File: config.mk
export PLATFORM = sky130hd
export DESIGN_NAME = legacy_smi_csr
export DESIGN_NICKNAME = d
export VERILOG_FILES = /design/src/rtl/legacy_smi_pkg.sv /design/src/rtl/legacy_smi_ctrl.sv /design/src/rtl/legacy_smi_dp.sv /design/src/rtl/legacy_smi_csr.sv
export SDC_FILE = /design/constraint.sdc
export NUM_CORES = 1
export LEC_CHECK = 0
export BUFFER_PORTS_ARGS = -buffer_cell sky130_fd_sc_hd__buf_4
export CAP_MARGIN = 20
export CELL_PAD_IN_SITES_DETAIL_PLACEMENT = 0
export CELL_PAD_IN_SITES_GLOBAL_PLACEMENT = 1
export CORE_UTILIZATION = 18
export DETAILED_ROUTE_END_ITERATION = 8
export GPL_TIMING_DRIVEN = 0
export HOLD_SLACK_MARGIN = 0.03
export PLACE_DENSITY = 0.78
export RECOVER_POWER = 50
export SKIP_CTS_REPAIR_TIMING = 1
export SYNTH_ARGS = -nofsm -noshare
export SYNTH_HDL_FRONTEND = slang
export SYNTH_SLANG_ARGS = --single-unit
File: constraint.sdc
create_clock -name clk -period 0.8 [get_ports clk]
set_input_delay 0 -clock clk [delete_from_list [all_inputs] [get_ports clk]]
set_output_delay 0 -clock clk [all_outputs]
set_load 0.02 [all_outputs]
File: src/rtl/legacy_smi_pkg.sv
package legacy_smi_pkg;

  localparam int REG_W   = 32;
  localparam int STRB_W  = REG_W / 8;
  localparam int FLAG_N  = 3;   // sticky event flags
  localparam int PAIR_N  = 5;   // status/enable pairs, flags first

  // Status bit positions; entries 0..FLAG_N-1 are the sticky flags
  // (base address write, command write, semaphore change), then the shadows.
  localparam int STAT_POS [PAIR_N] = '{31, 30, 29, 20, 16};
  // Enable bit that gates each status entry above, same order.
  localparam int EN_POS   [PAIR_N] = '{15, 14, 13, 4, 0};

  localparam int SRC_BAR = 0;
  localparam int SRC_CMD = 1;
  localparam int SRC_OS  = 2;
  localparam int SHD_HSE = 3;
  localparam int SHD_EIN = 4;

  function automatic logic [REG_W-1:0] bitAt(input int pos);
    return {{(REG_W-1){1'b0}}, 1'b1} << pos;
  endfunction

  function automatic logic [REG_W-1:0] flagMaskCalc();
    logic [REG_W-1:0] m;
    m = '0;
    for (int i = 0; i < FLAG_N; i++) m |= bitAt(STAT_POS[i]);
    return m;
  endfunction

  function automatic logic [REG_W-1:0] enMaskCalc();
    logic [REG_W-1:0] m;
    m = '0;
    for (int i = 0; i < PAIR_N; i++) m |= bitAt(EN_POS[i]);
    return m;
  endfunction

  localparam logic [REG_W-1:0] FLAG_MASK = flagMaskCalc();
  localparam logic [REG_W-1:0] EN_MASK   = enMaskCalc();

  // Strobes from the control side to the datapath, all bit-aligned to the register.
  typedef struct packed {
    logic [REG_W-1:0] setVec;   // flag bits to set this cycle
    logic [REG_W-1:0] clrVec;   // flag bits written with 1
    logic [REG_W-1:0] enMask;   // enable bits being written
  } csrStrobe_t;

endpackage

File: src/rtl/legacy_smi_ctrl.sv
module legacy_smi_ctrl
  import legacy_smi_pkg::*;
(
  input  logic              clk,
  input  logic              rstN,
  input  logic              wrEn,
  input  logic [STRB_W-1:0] wrStrb,
  input  logic [REG_W-1:0]  wrData,
  input  logic              barWrite,
  input  logic              cmdWrite,
  input  logic              osOwned,
  output csrStrobe_t        strobe
);

  logic             prevOs;
  logic             osChange;
  logic [REG_W-1:0] byteMask;
  logic [FLAG_N-1:0] evt;

  // The previous semaphore value is captured on every edge, including during
  // reset, so a level held through reset is never seen as a change.
  always_ff @(posedge clk) begin
    prevOs <= osOwned;
  end

  assign osChange = osOwned ^ prevOs;

  always_comb begin
    evt          = '0;
    evt[SRC_BAR] = barWrite;
    evt[SRC_CMD] = cmdWrite;
    evt[SRC_OS]  = osChange;
  end

  genvar b;
  generate
    for (b = 0; b < STRB_W; b++) begin : g_byte
      assign byteMask[b*8 +: 8] = {8{wrEn & wrStrb[b]}};
    end
  endgenerate

  always_comb begin
    strobe.setVec = '0;
    for (int i = 0; i < FLAG_N; i++)
      strobe.setVec |= evt[i] ? bitAt(STAT_POS[i]) : '0;
    strobe.clrVec = byteMask & wrData & FLAG_MASK;
    strobe.enMask = byteMask & EN_MASK;
  end

  // any change of the sampled semaphore raises the set strobe of its flag
  assert_os_change_R3: assert property (@(posedge clk) disable iff (!rstN)
    (osOwned != $past(osOwned)) |-> strobe.setVec[STAT_POS[SRC_OS]]);

  // a steady semaphore raises no set strobe
  assert_os_steady_R3: assert property (@(posedge clk) disable iff (!rstN)
    (osOwned == $past(osOwned)) |-> !strobe.setVec[STAT_POS[SRC_OS]]);

endmodule

File: src/rtl/legacy_smi_dp.sv
module legacy_smi_dp
  import legacy_smi_pkg::*;
(
  input  logic             clk,
  input  logic             rstN,
  input  csrStrobe_t       strobe,
  input  logic [REG_W-1:0] wrData,
  input  logic             hseStatus,
  input  logic             eintStatus,
  output logic [REG_W-1:0] rdData,
  output logic             smiReq
);

  logic [REG_W-1:0] flagReg;
  logic [REG_W-1:0] shadowReg;
  logic [REG_W-1:0] enReg;
  logic [REG_W-1:0] shadowNext;
  logic [REG_W-1:0] statusVec;
  logic [REG_W-1:0] enAligned;
  logic             causeAny;

  always_comb begin
    shadowNext = (hseStatus  ? bitAt(STAT_POS[SHD_HSE]) : '0)
               | (eintStatus ? bitAt(STAT_POS[SHD_EIN]) : '0);
  end

  always_ff @(posedge clk) begin
    if (!rstN) begin
      flagReg   <= '0;
      shadowReg <= '0;
      enReg     <= '0;
      smiReq    <= 1'b0;
    end else begin
      // A set in the same cycle as a clear wins, so no event is lost.
      flagReg   <= (strobe.setVec | (flagReg & ~strobe.clrVec)) & FLAG_MASK;
      shadowReg <= shadowNext;
      enReg     <= (enReg & ~strobe.enMask) | (wrData & strobe.enMask);
      smiReq    <= causeAny;
    end
  end

  // Move each enable onto the position of the status bit it gates.
  always_comb begin
    statusVec = flagReg | shadowReg;
    enAligned = '0;
    for (int k = 0; k < PAIR_N; k++)
      enAligned |= ((enReg & bitAt(EN_POS[k])) != '0) ? bitAt(STAT_POS[k]) : '0;
    causeAny = |(statusVec & enAligned);
  end

  assign rdData = flagReg | shadowReg | enReg;

  genvar f;
  generate
    for (f = 0; f < FLAG_N; f++) begin : g_flagChk
      // a set strobe always leaves the flag set, even with a clear
      assert_flag_set_R4: assert property (@(posedge clk) disable iff (!rstN)
        strobe.setVec[STAT_POS[f]] |=> flagReg[STAT_POS[f]]);
      // a clear without a coincident event empties the flag
      assert_flag_clr_R1: assert property (@(posedge clk) disable iff (!rstN)
        (strobe.clrVec[STAT_POS[f]] && !strobe.setVec[STAT_POS[f]]) |=> !flagReg[STAT_POS[f]]);
      // with neither strobe the flag keeps its value
      assert_flag_hold_R5: assert property (@(posedge clk) disable iff (!rstN)
        (!strobe.clrVec[STAT_POS[f]] && !strobe.setVec[STAT_POS[f]]) |=> $stable(flagReg[STAT_POS[f]]));
    end
  endgenerate

  // the error shadow follows its source one edge later
  assert_hse_shadow_R6: assert property (@(posedge clk) disable iff (!rstN)
    1'b1 |=> (shadowReg[STAT_POS[SHD_HSE]] == $past(hseStatus)));

  // the event-interrupt shadow follows its source one edge later
  assert_eint_shadow_R7: assert property (@(posedge clk) disable iff (!rstN)
    1'b1 |=> (shadowReg[STAT_POS[SHD_EIN]] == $past(eintStatus)));

  // enables hold when no enable byte is written
  assert_en_hold_R8: assert property (@(posedge clk) disable iff (!rstN)
    (strobe.enMask == '0) |=> $stable(enReg));

endmodule

File: src/rtl/legacy_smi_csr.sv
module legacy_smi_csr
  import legacy_smi_pkg::*;
(
  input  logic              clk,
  input  logic              rstN,
  input  logic              wrEn,
  input  logic [STRB_W-1:0] wrStrb,
  input  logic [REG_W-1:0]  wrData,
  input  logic              barWrite,
  input  logic              cmdWrite,
  input  logic              osOwned,
  input  logic              hseStatus,
  input  logic              eintStatus,
  output logic [REG_W-1:0]  rdData,
  output logic              smiReq
);

  csrStrobe_t strobe;

  legacy_smi_ctrl u_ctrl (
    .clk      (clk),
    .rstN     (rstN),
    .wrEn     (wrEn),
    .wrStrb   (wrStrb),
    .wrData   (wrData),
    .barWrite (barWrite),
    .cmdWrite (cmdWrite),
    .osOwned  (osOwned),
    .strobe   (strobe)
  );

  legacy_smi_dp u_dp (
    .clk        (clk),
    .rstN       (rstN),
    .strobe     (strobe),
    .wrData     (wrData),
    .hseStatus  (hseStatus),
    .eintStatus (eintStatus),
    .rdData     (rdData),
    .smiReq     (smiReq)
  );

  // Port-level view of the pending cause, rebuilt from the read data.
  logic portCause;
  always_comb begin
    portCause = 1'b0;
    for (int k = 0; k < PAIR_N; k++)
      portCause |= ((rdData & bitAt(STAT_POS[k])) != '0)
                && ((rdData & bitAt(EN_POS[k])) != '0);
  end

  // the request reflects the register contents of the previous cycle
  assert_smi_level_R9: assert property (@(posedge clk) disable iff (!rstN)
    1'b1 |=> (smiReq == $past(portCause)));

  // reserved bits never read as 1
  assert_reserved_zero_R10: assert property (@(posedge clk) disable iff (!rstN)
    (rdData & ~(FLAG_MASK | EN_MASK | bitAt(STAT_POS[SHD_HSE]) | bitAt(STAT_POS[SHD_EIN]))) == '0);

endmodule

== Word level (Yosys, flattened, before mapping) ==
Cells that the tools add are included.

* Mux-type cells: 10
* Bitwise gates (word level): 23
* Reductions and logical operators: 1

{| class="wikitable"
|+ Operator list
! kind !! count
|-
| $or 32x32->32 || 10
|-
| $and 32x32->32 || 4
|-
| $mux 32 || 2
|-
| $mux 31 || 2
|-
| $mux 30 || 2
|-
| $mux 21 || 2
|-
| $mux 17 || 2
|-
| $and 32x16->32 || 1
|-
| $not 16->32 || 1
|-
| $not 32->32 || 1
|-
| $or 32x17->32 || 1
|-
| $reduce_or 32->1 || 1
|-
| $and 1x1->1 || 4
|-
| $xor 1x1->1 || 1
|}

* Bits in registers: 98
* Input port bits: 44
* Output and inout bits: 33
* Logic and storage cells: 40

== Longest topological paths before layout ==
* Depth in word-level cells: 7
* Depth in mapped cells: 4
* Depth with buffers taken out: 3

== Modules after synthesis ==
From an unflattened synthesis, not the netlist that was laid out.

* Cell total of the unflattened synthesis: 248
* Area total of the unflattened synthesis: 2528.7 µm²

{| class="wikitable"
|+ By module, submodules not included
! module !! instances !! cells each !! area each (µm²) !! seq. area each (µm²)
|-
| legacy_smi_dp || 1 || 149 || 1779.2 || 760.7
|-
| legacy_smi_ctrl || 1 || 99 || 749.5 || 20.0
|}

== Worst setup path after synthesis ==
Ideal clock, no wire load.

* Path kind: register to register
* Start: reg u_dp.flagReg[30]
* End: reg u_dp.smiReq
* Setup time: 0.130 ns
* Arrival time: 0.780 ns
* Data required time: 0.670 ns
* Setup slack: -0.111 ns
* Stages on the path, launching flop included: 3
* Path buffers: 0
* Clock period less this slack: 0.911 ns
* Cells stage by stage: dfxtp_1 -> a222oi_1 -> a21boi_1

* Cells in the longest elaborated chain, start to end: 3

{| class="wikitable"
|+ RTL lines
! item !! RTL line !! RTL
|-
| start, declared || legacy_smi_dp.sv:14 || <nowiki>logic [REG_W-1:0] flagReg;</nowiki>
|-
| start signal, assigned || legacy_smi_dp.sv:35 || <nowiki>flagReg <= (strobe.setVec | (flagReg & ~strobe.clrVec)) & FLAG_MASK;</nowiki>
|-
| $or 32x32->32 || legacy_smi_dp.sv:44 || <nowiki>statusVec = flagReg | shadowReg;</nowiki>
|-
| $and 32x32->32 || legacy_smi_dp.sv:48 || <nowiki>causeAny = |(statusVec & enAligned);</nowiki>
|-
| $reduce_or 32->1 || legacy_smi_dp.sv:48 ||
|-
| end signal, assigned || legacy_smi_dp.sv:38 || <nowiki>smiReq <= causeAny;</nowiki>
|-
| end, declared || legacy_smi_dp.sv:11 || <nowiki>output logic smiReq</nowiki>
|}

No other way between the ends.
A chain may end at the register's enable or synchronous reset.

== Worst setup path after layout ==
Ends and elaborated chain as after synthesis.

==> impl_metrics.py <==
metrics = {
    "routing": {
        "drt_wl_total_mm": 1.544,
        "routedWlPerCell_um": 8.391,
        "drt_iter0_markers": 10,
        "drc": 0,
        "dr_total_vias": 637,
        "post_drt_via_cell_ratio": 3.462,
        "drt-pass1-iter-count": 4,
        "postRouteAntennaNets": 0,
    },
    "yosys": {
        "synth_top_area_share": 0.3832,
        "yosysTopAreaCell": "dfxtp_1",
        "ys_top_cells_by_area": "dfxtp_1 (38%), buf_4 (26%), a21boi_2 (9.0%)",
        "yosys_warnings": 0,
        "synth_seq_cells": 12,
        "avgSynthCellArea_um2": 9.085,
        "async_flop_share": 0,
        "synth_edf_count": 0,
        "syn-cell-area_um2": 626.9,
        "ys_seq_area_frac": 0.3832,
        "yosys-top-cells-count": "buf_4 (22), dfxtp_1 (12), nand3_1 (8), nand2_1 (7), a21boi_2 (5)",
        "synth_most_common_cell": "buf_4",
        "synth_cell_types": 15,
        "syn-instance-count": 69,
        "ys.flop_type": "dfxtp_1",
    },
    "sta": {
        "rsz0062_at_grt": "true",
        "post-route-min-period_ns": 0.9048,
        "finalSetupViolations": 1,
        "drv_slew": 0,
        "fin_ws_ns": -0.1048,
        "setup_tns_ns": -0.1048,
        "hold_viol": 0,
        "maxClockFrequency_mhz": 1105,
        "finalCritPeriodShare": 1.131,
        "fin_worst_skew_ns": 0.003954,
    },
    "run": {
        "maxCapViolations": 0,
    },
    "grt": {
        "antenna_found_initial": 0,
        "grt_pass1_vias": 461,
        "grt_pass1_wl_mm": 1.952,
        "grt_util_met1": 0.07445,
        "grt.met2_usage": 0.1366,
        "busiest_layer": "met2",
        "grt_remaining_overflow": 0,
        "grt_max_degree": 11,
        "globalRouteTotalUtil": 0.07753,
        "grt_use_met3": 0.03992,
    },
    "power_and_ir_drop": {
        "total_power_uw": 1634,
        "p_leak_uw": 0.0005911,
        "power.density_mw_per_mm2": 1356,
        "ir_worst_vdd_uv": 455.7,
    },
    "worst_setup_path": {
        "endpoint_kind": "flip-flop",
        "start_kind": "flip-flop",
        "worstPathMaxFanout": 3,
        "critical_path_class": "reg -> reg",
        "cp.arrival_ns": 1.06,
        "critPathRequiredTime_ns": 0.96,
    },
    "place": {
        "dpl-instance-area_um2": 977.2,
        "port_buffers": 28,
        "dp_hpwl_mm": 1.228,
        "place_congestion": 0.7338,
    },
    "die": {
        "die_area_mm2": 0.003722,
        "initial_core_util": 0.1879,
        "die_h_um": 61.01,
        "dieWidth_um": 61.01,
        "coreArea_mm2": 0.003337,
        "rows": 21,
        "ios": 77,
    },
    "run_status": {
        "status": "complete, but fails checks",
        "violations": "negative setup slack",
    },
    "cts": {
        "htree_num_levels": 1,
        "numCtsBuffers": 3,
        "root_buffer": "clkbuf_4",
        "cts_tree": "done",
        "cts.sinks": 12,
        "clock_latency_ns": 0.27,
        "cts.clk_slew.worst_paths_ns": 0.08,
        "clockBufferDepth": 2,
    },
    "layout": {
        "antennaDiodeCount": 0,
        "fillCellCount": 355,
        "final_layout_size_suffix_gt1_frac": 0.5217,
        "area_growth_pct": 92.22,
        "multi_input_area_um2": 285.3,
        "nNetsFinal": 183,
        "register_area_um2": 254.0,
        "final_cell_area_mm2": 0.001205,
    },
    "worst_hold_path": {
        "hp-class": "in -> reg",
    },
}
[cells in the final DEF (no fill, tap or decap), drive strengths merged]
master,n
dlygate4sd3,15
clkbuf,10
xor2,1
conb,22
a22oi,1
nor2b,3
a222oi,1
dfxtp,12
nand2,7
and2,2
nand3,8
a21oi,3
buf,47
a21boi,6
[per-stage QoR]
stage	cells	util	hold slack, ns	setup WS (ns)
global route	184	0.3611	0.04666	-0.2022
finish	184	0.3611	0.05835	-0.1048
global placement	164	0.2928	0.1218	-0.06675
detailed placement	164	0.2928	0.1233	-0.1212
CTS	168	0.3037	-0.1698	-0.1268
floorplan	90	-	0.02772	-0.07052
[power breakdown]
group | switching (µW) | internal (µW) | total [µW] | leakage (µW)
Combinational | 223 | 264 | 486 | 0.000468
Clock | 204 | 276 | 481 | 0.0000210
Sequential | 29.2 | 638 | 667 | 0.000103
[logic make-up after synthesis]
group           count (synthesis)  synth area share
simple gates                   20            0.1557
compound gates                 11            0.1537
flops                          12            0.3832
buf+inv                        24            0.2874
other cells                     1          0.005982
xor+xnor                        1           0.01397
[metal layers]
| layer | part of all wire | wire length, µm |
|---|---|---|
| met4 | 0 | 0 |
| met3 | 0.089 | 137 |
| met5 | 0 | 0 |
| met1 | 0.40 | 614 |
| met2 | 0.51 | 792 |
[final cells by class]
type | count | share of cell area
Timing Repair Buffer | 44 | 0.3250
Multi-Input combinational cell | 54 | 0.2368
Sequential cell | 12 | 0.2108
Buffer | 24 | 0.1495
Tap cell | 46 | 0.04777
Clock buffer | 4 | 0.03011
[worst paths after layout]
kind	to	startpoint	slack, ns	cells past startpoint
worst min register to register	flip-flop	flip-flop	0.49	2
worst max register to register	u_dp.smiReq	u_dp.flagReg[30]	-0.10	2
worst min-delay path	flip-flop	wrEn	0.06	4
worst max-delay path	u_dp.smiReq	u_dp.flagReg[30]	-0.10	2
[critical path, cell delays in order, from the launching register on]
cell and delay, ns:
dfxtp_2 0.34, a222oi_1 0.34, a21boi_1 0.11
No activity file was read; power rests on OpenSTA's default activity.
